==> config.mk <==
export PLATFORM = sky130hd
export DESIGN_NAME = drx_wake_seq
export DESIGN_NICKNAME = d
export VERILOG_FILES = /design/src/rtl/drx_pkg.sv /design/src/rtl/drx_prescaler.sv /design/src/rtl/drx_phase_fsm.sv /design/src/rtl/drx_out_decode.sv /design/src/rtl/drx_wake_seq.sv
export SDC_FILE = /design/constraint.sdc
export NUM_CORES = 1
export LEC_CHECK = 0
export CAP_MARGIN = 20
export CORE_ASPECT_RATIO = 0.9
export CORE_UTILIZATION = 54
export CTS_CLUSTER_DIAMETER = 80
export DETAILED_ROUTE_END_ITERATION = 16
export PLACE_DENSITY = 0.84
export SYNTH_ARGS = -nofsm -noshare
export SYNTH_HDL_FRONTEND = slang
export SYNTH_SLANG_ARGS = --single-unit
==> constraint.sdc <==
create_clock -name clk_i -period 4.1 [get_ports clk_i]
set_input_delay 0.82 -clock clk_i [delete_from_list [all_inputs] [get_ports clk_i]]
set_output_delay 0.82 -clock clk_i [all_outputs]
set_load 0.01 [all_outputs]
==> src/rtl/drx_pkg.sv <==
package drx_pkg;
  typedef enum logic [2:0] {
    PH_OFF    = 3'd0,
    PH_REC    = 3'd1,
    PH_SETTLE = 3'd2,
    PH_LISTEN = 3'd3,
    PH_CONT   = 3'd4
  } phase_e;
endpackage

==> src/rtl/drx_prescaler.sv <==
module drx_prescaler #(
  parameter int SEL_W = 2,
  parameter int STEP  = 2
) (
  input  logic             clk_i,
  input  logic             rst_ni,
  input  logic             clr_i,
  input  logic             en_i,
  input  logic             tick_i,
  input  logic [SEL_W-1:0] sel_i,
  output logic             base_o
);
  localparam int PRE_W = STEP * ((1 << SEL_W) - 1);

  logic [PRE_W-1:0] pre_q, lim;

  always_comb lim = PRE_W'((32'd1 << (STEP * 32'(sel_i))) - 32'd1);

  // >= keeps the counter bounded if sel_i shrinks mid-count
  assign base_o = en_i && tick_i && (pre_q >= lim);

  always_ff @(posedge clk_i or negedge rst_ni) begin
    if (!rst_ni)                pre_q <= '0;
    else if (clr_i)             pre_q <= '0;
    else if (en_i && tick_i)    pre_q <= (pre_q >= lim) ? '0 : pre_q + 1'b1;
  end

  a_r4_base_wrap: assert property (@(posedge clk_i) disable iff (!rst_ni)
    (base_o && !clr_i) |=> (pre_q == '0));
  a_r4_base_on_tick: assert property (@(posedge clk_i) disable iff (!rst_ni)
    (!tick_i && !clr_i) |=> $stable(pre_q));
endmodule

==> src/rtl/drx_phase_fsm.sv <==
module drx_phase_fsm
  import drx_pkg::*;
#(
  parameter int CNT_W        = 16,
  parameter int LISTEN_TICKS = 256
) (
  input  logic             clk_i,
  input  logic             rst_ni,
  input  logic             drx_en_i,
  input  logic             tick_i,
  input  logic             base_i,
  input  logic             data_i,
  input  logic             valid_i,
  input  logic [CNT_W-1:0] off_val_i,
  input  logic [CNT_W-1:0] rec_val_i,
  input  logic [CNT_W-1:0] settle_val_i,
  output logic             off_run_o,
  output phase_e           phase_o
);
  localparam int CW = CNT_W + 1;
  localparam logic [CW-1:0] LISTEN_LIM = CW'(LISTEN_TICKS);

  phase_e phase_q, phase_d;
  logic [CNT_W-1:0] cnt_q, cnt_d;
  logic [CW-1:0] cnt_inc;

  assign cnt_inc   = CW'(cnt_q) + CW'(1);
  assign off_run_o = (phase_q == PH_OFF) && (off_val_i != '0);
  assign phase_o   = phase_q;

  always_comb begin
    phase_d = phase_q;
    cnt_d   = cnt_q;
    if (!drx_en_i) begin
      phase_d = PH_CONT;
      cnt_d   = '0;
    end else begin
      unique case (phase_q)
        PH_CONT: begin
          phase_d = PH_OFF;
          cnt_d   = '0;
        end
        PH_OFF: if (base_i) begin
          if (cnt_inc >= CW'(off_val_i)) begin phase_d = PH_REC; cnt_d = '0; end
          else cnt_d = cnt_inc[CNT_W-1:0];
        end
        PH_REC: begin
          if (!data_i) begin phase_d = PH_OFF; cnt_d = '0; end
          else if (tick_i) begin
            if (cnt_inc >= CW'(rec_val_i)) begin phase_d = PH_SETTLE; cnt_d = '0; end
            else cnt_d = cnt_inc[CNT_W-1:0];
          end
        end
        PH_SETTLE: begin
          if (!data_i) begin phase_d = PH_OFF; cnt_d = '0; end
          else if (tick_i) begin
            if (cnt_inc >= CW'(settle_val_i)) begin phase_d = PH_LISTEN; cnt_d = '0; end
            else cnt_d = cnt_inc[CNT_W-1:0];
          end
        end
        PH_LISTEN: begin
          if (valid_i) cnt_d = '0;
          else if (tick_i) begin
            if (cnt_inc >= LISTEN_LIM) begin phase_d = PH_OFF; cnt_d = '0; end
            else cnt_d = cnt_inc[CNT_W-1:0];
          end
        end
        default: begin phase_d = PH_OFF; cnt_d = '0; end
      endcase
    end
  end

  always_ff @(posedge clk_i or negedge rst_ni) begin
    if (!rst_ni) begin
      phase_q <= PH_OFF;
      cnt_q   <= '0;
    end else begin
      phase_q <= phase_d;
      cnt_q   <= cnt_d;
    end
  end

  a_r2_cont: assert property (@(posedge clk_i) disable iff (!rst_ni)
    !drx_en_i |=> (phase_q == PH_CONT));
  a_r3_zero_hold: assert property (@(posedge clk_i) disable iff (!rst_ni)
    (drx_en_i && phase_q == PH_OFF && off_val_i == '0) |=> (phase_q == PH_OFF));
  a_r5_order: assert property (@(posedge clk_i) disable iff (!rst_ni)
    ($past(phase_q) != PH_SETTLE && phase_q == PH_SETTLE) |-> ($past(phase_q) == PH_REC));
  a_r7_abort: assert property (@(posedge clk_i) disable iff (!rst_ni)
    (drx_en_i && !data_i && (phase_q == PH_REC || phase_q == PH_SETTLE))
      |=> (phase_q == PH_OFF && cnt_q == '0));
  a_r9_hold: assert property (@(posedge clk_i) disable iff (!rst_ni)
    (drx_en_i && valid_i && phase_q == PH_LISTEN) |=> (phase_q == PH_LISTEN));
  a_r10_no_tick: assert property (@(posedge clk_i) disable iff (!rst_ni)
    (drx_en_i && !tick_i && data_i && phase_q != PH_CONT) |=> $stable(phase_q));
endmodule

==> src/rtl/drx_out_decode.sv <==
module drx_out_decode
  import drx_pkg::*;
(
  input  phase_e phase_i,
  output logic   rf_pwr_o,
  output logic   peak_en_o,
  output logic   dout_en_o
);
  always_comb begin
    rf_pwr_o  = 1'b0;
    peak_en_o = 1'b0;
    dout_en_o = 1'b0;
    unique case (phase_i)
      PH_SETTLE: rf_pwr_o = 1'b1;
      PH_LISTEN, PH_CONT: begin
        rf_pwr_o  = 1'b1;
        peak_en_o = 1'b1;
        dout_en_o = 1'b1;
      end
      default: ;
    endcase
  end
endmodule

==> src/rtl/drx_wake_seq.sv <==
module drx_wake_seq
  import drx_pkg::*;
#(
  parameter int BYTE_W       = 8,
  parameter int SEL_W        = 2,
  parameter int STEP         = 2,
  parameter int LISTEN_TICKS = 256
) (
  input  logic              clk_i,
  input  logic              rst_ni,
  input  logic              drx_en_i,
  input  logic              tick_i,
  input  logic [SEL_W-1:0]  prescale_i,
  input  logic [BYTE_W-1:0] off_hi_i,
  input  logic [BYTE_W-1:0] off_lo_i,
  input  logic [BYTE_W-1:0] rec_len_i,
  input  logic [BYTE_W-1:0] settle_hi_i,
  input  logic [BYTE_W-1:0] settle_lo_i,
  input  logic              data_i,
  input  logic              valid_i,
  output logic              rf_pwr_o,
  output logic              peak_en_o,
  output logic              dout_en_o,
  output logic [2:0]        phase_o
);
  localparam int CNT_W = 2 * BYTE_W;

  logic [CNT_W-1:0] off_val, rec_val, settle_val;
  logic off_run, base;
  phase_e phase;

  assign off_val    = {off_hi_i, off_lo_i};
  assign settle_val = {settle_hi_i, settle_lo_i};
  assign rec_val    = CNT_W'(rec_len_i);

  drx_prescaler #(.SEL_W(SEL_W), .STEP(STEP)) u_pre (
    .clk_i  (clk_i),
    .rst_ni (rst_ni),
    .clr_i  (phase != PH_OFF),
    .en_i   (off_run),
    .tick_i (tick_i),
    .sel_i  (prescale_i),
    .base_o (base)
  );

  drx_phase_fsm #(.CNT_W(CNT_W), .LISTEN_TICKS(LISTEN_TICKS)) u_fsm (
    .clk_i        (clk_i),
    .rst_ni       (rst_ni),
    .drx_en_i     (drx_en_i),
    .tick_i       (tick_i),
    .base_i       (base),
    .data_i       (data_i),
    .valid_i      (valid_i),
    .off_val_i    (off_val),
    .rec_val_i    (rec_val),
    .settle_val_i (settle_val),
    .off_run_o    (off_run),
    .phase_o      (phase)
  );

  drx_out_decode u_dec (
    .phase_i   (phase),
    .rf_pwr_o  (rf_pwr_o),
    .peak_en_o (peak_en_o),
    .dout_en_o (dout_en_o)
  );

  assign phase_o = phase;

  a_r6_peak_needs_rf: assert property (@(posedge clk_i) disable iff (!rst_ni)
    peak_en_o |-> rf_pwr_o);
  a_r6_gates_paired: assert property (@(posedge clk_i) disable iff (!rst_ni)
    dout_en_o == peak_en_o);
  a_r1_reset_quiet: assert property (@(posedge clk_i)
    !rst_ni |-> (!rf_pwr_o && !peak_en_o && !dout_en_o));
endmodule

==> out/results.tsv, run 1 <==
metric	value	unit
initial antenna violation count	0	
Die Footprint	0.00601	sq mm
Worst Path Max Fanout	4	
Num CTS Buffers	3	
Clock transition at path regs	0.09	ns
hold-fix buffer count after cts	0	
Critical Path End Type	flop	
Lkg Pwr	1.86	nW
final setup violation count	0	
pre-CTS setup slack	0.0863	ns
sw frac	37.8	%
crit path time final	3.74	ns
mean post-synth cell area	8.07	sq um
Syn. warnings	0	
Seq pwr share	34.6	%
post_cts resized	0	
Synth Net Count	475	
DR pass1 iterations	4	
RSZ-0062 raised after global routing	no	
Core ar.	0.00538	sq mm
Cells after DPL	508	
post-synthesis async set-or-reset flop share	100	%
Pwr per Cell Area	222	mW/mm^2
worst-skew pair later-pin latency	0.27	ns
routed vias	3025	
vias in the first global route	2977	
post-route insts no fill	513	
clock sinks	25	
Critical Path AT	3.91	ns
PortBufs	53	
Slew Viols, Final	0	
Worst Tran Pin Value	0.551	ns
final hold vios	0	
startpoint types	primary input	
worst endpoint required time	4.27	ns
postcts setup bufs	0	
kind of critical path	in2reg	
initial cell density of the core	57.3	%
share of layout cells above drive strength 1	11.9	%
setup TNS	0	ns
Final Util	71.3	%
CTS max path bufs	2	
GRT Total Usage	28.8	%
sequential share of the synthesized area	20.3	%
Wirelength per Cell	15.9	um
first-pass GRT wire length	13.4	mm
sw power	0.000322	W
outcome	complete, no violations	
IO Pins	54	
largest net degree at the start of global routing	26	
Cell Area, Synth	0.00308	sq mm
ANT nets after route	0	
fmax	0.267	GHz
Hold Crit Class	reg2reg	
die height	73.7	um
clock group share of total power	17.4	%
filler instances	422	
dpl hpwl	6.77	mm
Initial DRC Count	293	
period utilization	91.3	%
internal cell power	0.000531	W
clock skew after layout	0.0110	ns
final worst setup slack	0.355	ns
Post-synth EDFFs	0	
MaxCap Viol Count	0	
CTS H-Tree Depth	1	
# DRC	0	
biggest area consumer among synthesized cells	dfrtp_1	
CTS tree	done	
synthesized instance count	382	
share of the synthesized area in the top cell type	20.3	%
Synth area leaders	dfrtp_1 (20%), ha_1 (18%), inv_1 (5.7%), nor2_1 (4.9%), nor3_2 (2.9%)	
clock root cell	clkbuf_8	
GR Overflow Total	0	
normalized max-slew margin	63.0	%
GP Congestion	0.914	
Comb pwr share	48.0	%
# rows	25	
routed wire length	8.15	mm
Yosys cell types	64	
routed vias/inst	5.90	
VDD IR max	0.280	mV
nets@finish	540	
Area Overhead vs Synth	24.5	%
Yosys reg bits	25	
diode count	0	
die width	81.6	um
prevailing post-synth register cell	dfrtp_1	
power groups by stage:
stage,clock [W],sequential (W),combinational [W]
finish,0.000148,0.000295,0.000410
global route,0.000162,0.000298,0.000458
floorplan,0,0.000294,0.000252
detailed placement,0,0.000298,0.000402
global placement,0,0.000297,0.000388
CTS,0.000152,0.000293,0.000404
sequential cells by signal, summed over array words and instances, names as in the netlist:
register       flops
u_pre.pre_q        6
u_fsm.phase_o      3
u_fsm.cnt_q       16
layout make-up:
type                    instances  area [sq um]  share of cell area (%)
multi-input cells             298          2210                    57.6
repair buffers                 72           693                    18.1
flip-flops and latches         25           626                    16.3
inverters                      47           176                    4.60
well taps                      67          83.8                    2.18
clock buffers                   3          41.3                    1.08
clock inverters                 1          7.51                   0.196
path summary, 6_finish.rpt:
| check | startpoint | end | slack, ns | depth (start not counted) |
|---|---|---|---|---|
| worst min-delay path | u_pre.pre_q[4] | u_pre.pre_q[4] | 0.54 | 1 |
| worst max register to register | u_fsm.cnt_q[2] | u_fsm.phase_o[0] | 0.40 | 11 |
| worst max-delay path | prescale_i[1] | u_fsm.phase_o[0] | 0.36 | 12 |
| min in group asynchronous | rst_ni | u_fsm.cnt_q[7] | 0.81 | 1 |
| max in group asynchronous | rst_ni | u_fsm.cnt_q[11] | 2.89 | 2 |
| worst min register to register | u_pre.pre_q[4] | u_pre.pre_q[4] | 0.54 | 1 |
per-stage QoR:
| step | hold slack [ns] | total power [W] | area [sq um] |
|---|---|---|---|
| after floorplan | 0.476 | 0.000546 | 3080 |
| after global placement | 0.508 | 0.000685 | 3760 |
| after detailed placement | 0.518 | 0.000700 | 3760 |
| after CTS | 0.531 | 0.000850 | 3810 |
| after global routing | 0.548 | 0.000918 | 3840 |
| final | 0.539 | 0.000853 | 3840 |
cells in the mapped netlist (4+ instances only):
library cell	count
inv_1	47
ha_1	45
nor2_1	40
dfrtp_1	25
nand2_1	23
o21ai_0	17
a21oi_1	15
nand3_1	13
nand2b_1	11
nor3_2	9
xnor2_1	9
and3_1	8
nor3_1	7
o31ai_1	7
a21o_1	6
clkbuf_1	6
nor2b_1	6
xor2_1	6
or3_1	5
a2111oi_0	4
a211oi_1	4
buf_2	4
nor4_1	4
worst max-delay path, cell delays in order:
cell	delay, ns
clkdlybuf4s50_1	0.45
or2_2	0.34
ha_1	0.29
ha_1	0.20
a2111oi_0	0.43
o31ai_1	0.16
a2111oi_0	0.39
buf_4	0.19
nor2_1	0.04
o211a_1	0.13
o21ai_1	0.11
mux2_2	0.35
cell families after synthesis:
kind of cell / count (synthesis) / synth area share (%)
buffers and inverters: 59 / 8.00
AO/OA/AOI/OAI: 85 / 20.4
flip-flops: 25 / 20.3
XOR/XNOR: 16 / 4.79
multiplexers: 3 / 1.10
AND/OR/NAND/NOR: 149 / 27.2
adder cells (fa/ha/maj): 45 / 18.3
cells in the final DEF (no fill, tap or decap), types with 7 or more instances in the layout:
cell type	instances
nor3_1	7
o21ai_0	17
clkdlybuf4s50_1	53
xnor2_1	9
nand2b_1	11
o31ai_1	7
inv_1	47
nor2_1	40
nand2_1	23
dfrtp_1	25
and3_1	8
ha_1	45
buf_4	18
nand3_1	13
a21oi_1	15
nor3_2	9
metal layers:
layer	global-route usage, %	vias to the layer above	wire, um	share of wire [%]
met5	0	-	0	0
met4	9.36	0	194	2.4
met3	1.86	16	381	4.7
met2	46.8	78	3560	44
met1	40.7	1420	4020	49
li1	-	1511	-	-
No activity file was read; power rests on OpenSTA's default activity.
==> run 2, diff against run 1 <==
--- a/config.mk
+++ b/config.mk
@@ -7,10 +7,11 @@
 export LEC_CHECK = 0
 export CAP_MARGIN = 20
 export CORE_ASPECT_RATIO = 0.9
-export CORE_UTILIZATION = 54
+export CORE_UTILIZATION = 55
 export CTS_CLUSTER_DIAMETER = 80
 export DETAILED_ROUTE_END_ITERATION = 16
-export PLACE_DENSITY = 0.84
+export PLACE_DENSITY = 0.85
 export SYNTH_ARGS = -nofsm -noshare
 export SYNTH_HDL_FRONTEND = slang
+export SYNTH_HIERARCHICAL = 1
 export SYNTH_SLANG_ARGS = --single-unit
==> run 2 against run 1 <==
  * The run now ends with DRC left
  * Synthesized cell count up 6.5%
  * Setup slack worse by 0.096 ns
  * Count of clock-buffer cells in the layout unchanged
==> out/results.tsv, run 2 <==
metric	value	unit	change
# rows	26		+4.0%
IO Pins	54		unchanged
Cells after DPL	558		+9.8%
Critical Path End Type	flop		
die width	84.4	um	+3.4%
routed wire length	9.72	mm	+19%
Post-synth EDFFs	0		unchanged
clock root cell	clkbuf_8		
first-pass GRT wire length	16.0	mm	+20%
Die Footprint	0.00642	sq mm	+6.8%
Worst Tran Pin Value	0.846	ns	+0.295 ns
Yosys reg bits	25		unchanged
sequential share of the synthesized area	18.6	%	-1.7 points
R2R Path End	u_fsm/cnt_q[0]		
min-delay src	u_pre/pre_q[1]		
Synth area leaders	ha_1 (19%), dfrtp_1 (19%), inv_1 (6.6%), a22o_1 (4.7%), xnor2_1 (2.6%)		
GP Congestion	0.896		-1.9%
post-route insts no fill	564		+9.9%
most frequent cells in the layout	inv_1 (59), clkdlybuf4s50_1 (53), ha_1 (51)		
GRT Total Usage	31.0	%	+2.1 points
synthesized instance count	407		+6.5%
register bank with the most flops	u_fsm/cnt_q		
clock sinks	25		unchanged
worst endpoint required time	4.27	ns	about the same
nets@finish	594		+10%
final hold vios	0		unchanged
Pwr per Cell Area	153	mW/mm^2	-31%
CTS H-Tree Depth	1		unchanged
max FFs per register	16		unchanged
crit path capture	u_fsm/cnt_q[0]		
Syn. warnings	6		+6
failing checks	DRC		
Critical Path Start	u_fsm/cnt_q[5]		
routed vias	3510		+16%
Num CTS Buffers	3		unchanged
prevailing post-synth register cell	dfrtp_1		
share of the synthesized area in the top cell type	19.0	%	-1.3 points
Area Overhead vs Synth	28.5	%	
diode count	0		unchanged
dpl hpwl	7.83	mm	+16%
die height	76.1	um	+3.3%
Worst Path Max Fanout	15		+11
reg-to-reg slack, setup	0.26	ns	-0.14 ns
share of layout cells above drive strength 1	12.3	%	+0.46 points
Final Hold Slack	0.591	ns	+0.0523 ns
ANT nets after route	0		unchanged
period utilization	93.7	%	+2.3 points
Hold Crit Class	reg2reg		
normalized max-slew margin	43.0	%	-20 points
outcome	finished with violations		
largest net degree at the start of global routing	26		unchanged
hold-fix buffer count after cts	0		unchanged
Lkg Pwr	2.16	nW	+17%
biggest area consumer among synthesized cells	ha_1		
# DRC	2		+2
Cell Area, Synth	0.00336	sq mm	+9.0%
Wirelength per Cell	17.2	um	+8.4%
mean post-synth cell area	8.25	sq um	+2.3%
kind of critical path	reg2reg		
GR Overflow Total	0		unchanged
VDD IR max	0.120	mV	-57%
Final Util	74.5	%	+3.2 points
CTS tree	done		
filler instances	436		+3.3%
Clock transition at path regs	0.09	ns	about the same
worst-skew pair later-pin latency	0.28	ns	about the same
clock skew after layout	0.00199	ns	-0.00905 ns
most frequent cell after synthesis	inv_1		
Worst R2R Start	u_fsm/cnt_q[5]		
initial antenna violation count	0		unchanged
Yosys cell types	70		+9.4%
Slew Viols, Final	0		unchanged
post-synthesis async set-or-reset flop share	100	%	unchanged
MaxCap Viol Count	0		unchanged
CTS max path bufs	2		unchanged
final setup violation count	0		unchanged
Initial DRC Count	365		+25%
initial cell density of the core	58.0	%	+0.72 points
top cells by count, synth	inv_1 (59), ha_1 (51), dfrtp_1 (25), nand2_1 (22), nor2_1 (21)		
fmax	0.260	GHz	-2.5%
PortBufs	53		unchanged
routed vias/inst	6.22		+5.5%
startpoint types	flop		
Core ar.	0.00579	sq mm	+7.6%
DR pass1 iterations	11		+7
commonest non-fill, non-tap cell in the layout	inv_1		
Critical Path AT	4.01	ns	+0.10 ns
vias in the first global route	3422		+15%
crit path time final	3.84	ns	+0.0955 ns
reg2reg path depth	15		+4
==> run 2: cell count changes after synthesis, sizes merged, moves of 6 or more <==
cell   previous run  this run
ha               45        51
inv              47        59
a22o              3        18
nor4              7        13
o21ai            20        13
nor2             42        22
a31oi             1         7
nand4             3        14
==> run 2: repair_timing <==
action,4_1_cts,5_1_grt
pin swaps,1,0
resized for setup,0,8
buffers inserted,1,0
setup endpoints to repair,15,18
==> run 2: through the flow <==
step / cell area (sq um) / total power [W] / setup WS [ns] / TNS (ns)
floorplan: 3410 / 0.000392 / 0.390 / 0
global placement: 4180 / 0.000487 / 0.0254 / 0
detailed placement: 4180 / 0.000500 / -0.108 / -1.11
CTS: 4250 / 0.000656 / 0.0273 / 0
global route: 4310 / 0.000693 / -0.00614 / -0.00614
finish: 4310 / 0.000661 / 0.260 / 0
==> run 2: final cells by class <==
class	instances	area [sq um]	area share [%]
Multi-Input combinational cell	322	2530	58.8
Tap cell	70	87.6	2.03
Timing Repair Buffer	84	796	18.4
Clock buffer	3	41.3	0.957
Sequential cell	25	626	14.5
Clock inverter	1	7.51	0.174
Inverter	59	221	5.13
==> run 2: report_power, final <==
group | total, W | internal (W) | switching, W
Sequential | 0.000265 | 0.000254 | 0.0000113
Combinational | 0.000242 | 0.000122 | 0.000120
Clock | 0.000154 | 0.0000691 | 0.0000850
==> run 2: per-layer routing <==
layer / routed length [um] / global-route usage [%] / vias up / share of wire [%]
met5: 0 / 0 / - / 0
li1: - / - / 1682 / -
met1: 4230 / 41.8 / 1643 / 43
met4: 155 / 7.29 / 0 / 1.6
met2: 4520 / 51.6 / 166 / 46
met3: 819 / 5.53 / 19 / 8.4
==> run 2: cells by family after synthesis <==
group | share of synthesized area (%)
mux | 0.969
fa+ha+maj | 19.6
other cells | 0.112
xor+xnor | 5.48
compound gates | 24.0
buf+inv | 8.68
flops | 18.6
simple gates | 22.5
==> run 2: worst min path at each step <==
stage,endpoint,cells past startpoint
after detailed placement,u_fsm/cnt_q[15],1
after global placement,u_fsm/cnt_q[15],1
after floorplan,u_fsm/cnt_q[0],0
final,u_pre/pre_q[1],1
after CTS,u_fsm/cnt_q[15],1
after global routing,u_pre/pre_q[1],1
==> run 2: worst max-delay path, stage by stage (launching register included) <==
cell	delay, ns
dfrtp_1	0.49
nand4_4	0.14
nor4_2	0.37
nand4_1	0.20
xnor2_2	0.21
ha_1	0.34
nand3_1	0.16
nor4_1	0.36
o311ai_0	0.19
a31oi_1	0.22
a21oi_1	0.10
o221ai_2	0.23
o211a_4	0.23
nor3_4	0.05
buf_12	0.19
mux2_2	0.25
==> run 3, diff against run 2 <==
--- a/config.mk
+++ b/config.mk
@@ -7,6 +7,7 @@
 export LEC_CHECK = 0
 export CAP_MARGIN = 20
 export CORE_ASPECT_RATIO = 0.9
+export CORE_MARGIN = 10
 export CORE_UTILIZATION = 55
 export CTS_CLUSTER_DIAMETER = 80
 export DETAILED_ROUTE_END_ITERATION = 16
==> constraint.sdc (replaced) <==
create_clock -name clk_i -period 3.86 [get_ports clk_i]
set_input_delay 0.772 -clock clk_i [delete_from_list [all_inputs] [get_ports clk_i]]
set_output_delay 0.772 -clock clk_i [all_outputs]
set_load 0.01 [all_outputs]
==> run 3 against run 2 <==
  * The flow now finishes without violations
  * First-iteration DRC count down 25%
  * Register-to-register slack worse by 0.11 ns
  * Clock power up 7%
  * Final area up 2.0%
  * Global-route usage down 9.7 points
  * Sequential power up 6%
  * Clock skew up 0.0036 ns
  * Sequential share of layout area down 0.17 points
  * Worst hold slack better by 0.0023 ns
  * Non-clock buffer count up 11
  * Critical path type unchanged
  * Largest cell class unchanged
  * Highest routed layer unchanged
==> out/results.tsv, run 3 (synthesis results as in run 2) <==
metric	value	unit	change
Critical Path Start	u_fsm/cnt_q[0]		
routed vias/inst	6.03		-3.1%
most frequent cells in the layout	inv_1 (59), clkdlybuf4s50_1 (53), ha_1 (51)		
filler instances	432		-0.92%
crit path time final	3.71	ns	-0.134 ns
Area Overhead vs Synth	31.0	%	
fmax	0.270	GHz	+3.6%
kind of critical path	reg2reg		
Worst R2R Start	u_fsm/cnt_q[0]		
clock skew after layout	0.00558	ns	+0.00359 ns
Wirelength per Cell	17.7	um	+2.4%
Cells after DPL	567		+1.6%
commonest non-fill, non-tap cell in the layout	inv_1		
Die Footprint	0.00964	sq mm	+50%
area post-placement	0.00426	sq mm	+1.9%
sw power	0.000226	W	+4.7%
Slowest-stage cell, CP	dfrtp_2		
min-delay src	u_pre/pre_q[4]		
first-pass GRT wire length	16.7	mm	+3.9%
Core ar.	0.00579	sq mm	unchanged
max incr delay on CP	0.43	ns	-0.06 ns
vias in the first global route	3432		+0.29%
ANT nets after route	0		unchanged
die width	102	um	+21%
GR Overflow Total	0		unchanged
worst endpoint required time	4.08	ns	-0.19 ns
Worst Tran Pin Value	0.656	ns	-0.190 ns
CTS tree	done		
period utilization	96.0	%	+2.4 points
nets@finish	605		+1.9%
hold path cells	1		unchanged
post-route insts no fill	575		+2.0%
share of layout cells above drive strength 1	14.9	%	+2.5 points
clock group share of total power	23.6	%	+0.3 points
CTS max path bufs	2		unchanged
VDD IR max	0.139	mV	+16%
# rows	26		unchanged
diode count	0		unchanged
Final Util	76.0	%	+1.5 points
GRT Total Usage	21.3	%	-9.7 points
post-route cell area	0.00440	sq mm	+2.0%
internal cell power	0.000473	W	+6.3%
CP cell instances	nand2_1 -> nor4_2 -> buf_4 -> nand2_1 -> xnor2_1 -> buf_4 -> ha_1 -> a21o_1 -> a2111oi_0 -> o21ai_0 -> a31oi_1 -> o31a_1 -> a21oi_2 -> o211a_4 -> nor3_4 -> buf_12 -> a22o_1		
Lkg Pwr	2.22	nW	+2.4%
Critical Path AT	3.92	ns	-0.09 ns
Seq pwr share	40.4	%	+0.3 points
die height	94.1	um	+24%
Comb pwr share	36.0	%	-0.5 points
final hold vios	0		unchanged
initial cell density of the core	58.0	%	unchanged
# DRC	0		-2
Pwr per Cell Area	159	mW/mm^2	+3.7%
max FFs per register	16		unchanged
routed vias	3469		-1.2%
clock root cell	clkbuf_8		
Num CTS Buffers	3		unchanged
DR pass1 iterations	5		-6
reg2reg path depth	17		+2
clock sinks	25		unchanged
PortBufs	53		unchanged
hold-fix buffer count after cts	0		unchanged
routed wire length	10.1	mm	+4.4%
initial antenna violation count	0		unchanged
Top delay family on crit path	compound AO/OA/AOI/OAI gates		
Clock transition at path regs	0.10	ns	about the same
startpoint types	flop		
CTS H-Tree Depth	1		unchanged
Final Hold Slack	0.593	ns	+0.00231 ns
largest net degree at the start of global routing	26		unchanged
Buf/Inv on CP	3		+2
worst-skew pair later-pin latency	0.28	ns	about the same
Hold Crit Class	reg2reg		
final setup violation count	0		unchanged
MaxCap Viol Count	0		unchanged
dpl hpwl	8.32	mm	+6.4%
Initial DRC Count	272		-25%
outcome	complete, no violations		
GP Congestion	1.00		+12%
register bank with the most flops	u_fsm/cnt_q		
Critical Path End Type	flop		
sw frac	32.4	%	-0.32 points
Crit path depth	17		+2
Worst Path Max Fanout	15		unchanged
IO Pins	54		unchanged
Slew Viols, Final	0		unchanged
normalized max-slew margin	55.8	%	+13 points
## run 3: worst register-to-register path: stages, from the launching register on
cell,delay [ns]
dfrtp_2,0.43
nand2_1,0.12
nor4_2,0.31
buf_4,0.18
nand2_1,0.07
xnor2_1,0.20
buf_4,0.19
ha_1,0.17
a21o_1,0.18
a2111oi_0,0.43
o21ai_0,0.18
a31oi_1,0.18
o31a_1,0.19
a21oi_2,0.06
o211a_4,0.29
nor3_4,0.16
buf_12,0.17
a22o_1,0.15
## run 3: stage by stage
step	setup WS, ns	total power, W	TNS, ns
3_3_place_gp	0.0399	0.000521	0
4_1_cts	0.00672	0.000696	0
3_5_place_dp	-0.00673	0.000531	-0.00673
5_1_grt	-0.000301	0.000741	-0.000301
6_report	0.154	0.000699	0
2_1_floorplan	0.150	0.000416	0
## run 3: cell type report
cell class              count  area [sq um]  share of cell area, %
clock buffers               3          41.3                  0.939
multi-input cells         322          2530                   57.6
repair buffers             95           878                   20.0
inverters                  59           221                   5.03
clock inverters             1          7.51                  0.171
well taps                  70          87.6                   1.99
flip-flops and latches     25           631                   14.3
## run 3: power groups by stage
stage	combinational, W	clock (W)	sequential [W]
after CTS	0.000246	0.000168	0.000282
after global placement	0.000234	0	0.000286
after detailed placement	0.000244	0	0.000287
final	0.000252	0.000165	0.000282
after global routing	0.000277	0.000180	0.000284
after floorplan	0.000132	0	0.000284
## run 3: routing by layer
| layer | part of all wire (%) | wire length (um) | global-route usage, % | vias to the layer above |
|---|---|---|---|---|
| met5 | 0 | 0 | 0 | - |
| met4 | 1.4 | 145 | 5.40 | 0 |
| met3 | 7.2 | 726 | 3.61 | 13 |
| met2 | 48 | 4890 | 35.6 | 142 |
| met1 | 43 | 4390 | 27.6 | 1616 |
| li1 | - | - | - | 1698 |
## run 3: path summary, 6_finish.rpt
check                              endpoint  slack [ns]
max in group asynchronous  u_fsm/phase_o[2]        2.60
setup / recovery             u_fsm/cnt_q[9]        0.15
setup reg to reg             u_fsm/cnt_q[9]        0.15
min in group asynchronous    u_pre/pre_q[2]        0.81
hold / removal               u_pre/pre_q[4]        0.59
hold reg to reg              u_pre/pre_q[4]        0.59
## run 3: timing repair
item,4_1_cts,5_1_grt
setup endpoints to repair,3,18
gates resized for setup,1,8
endpoints found under the hold margin,0,0
buffers inserted,0,3
pin swaps,0,1
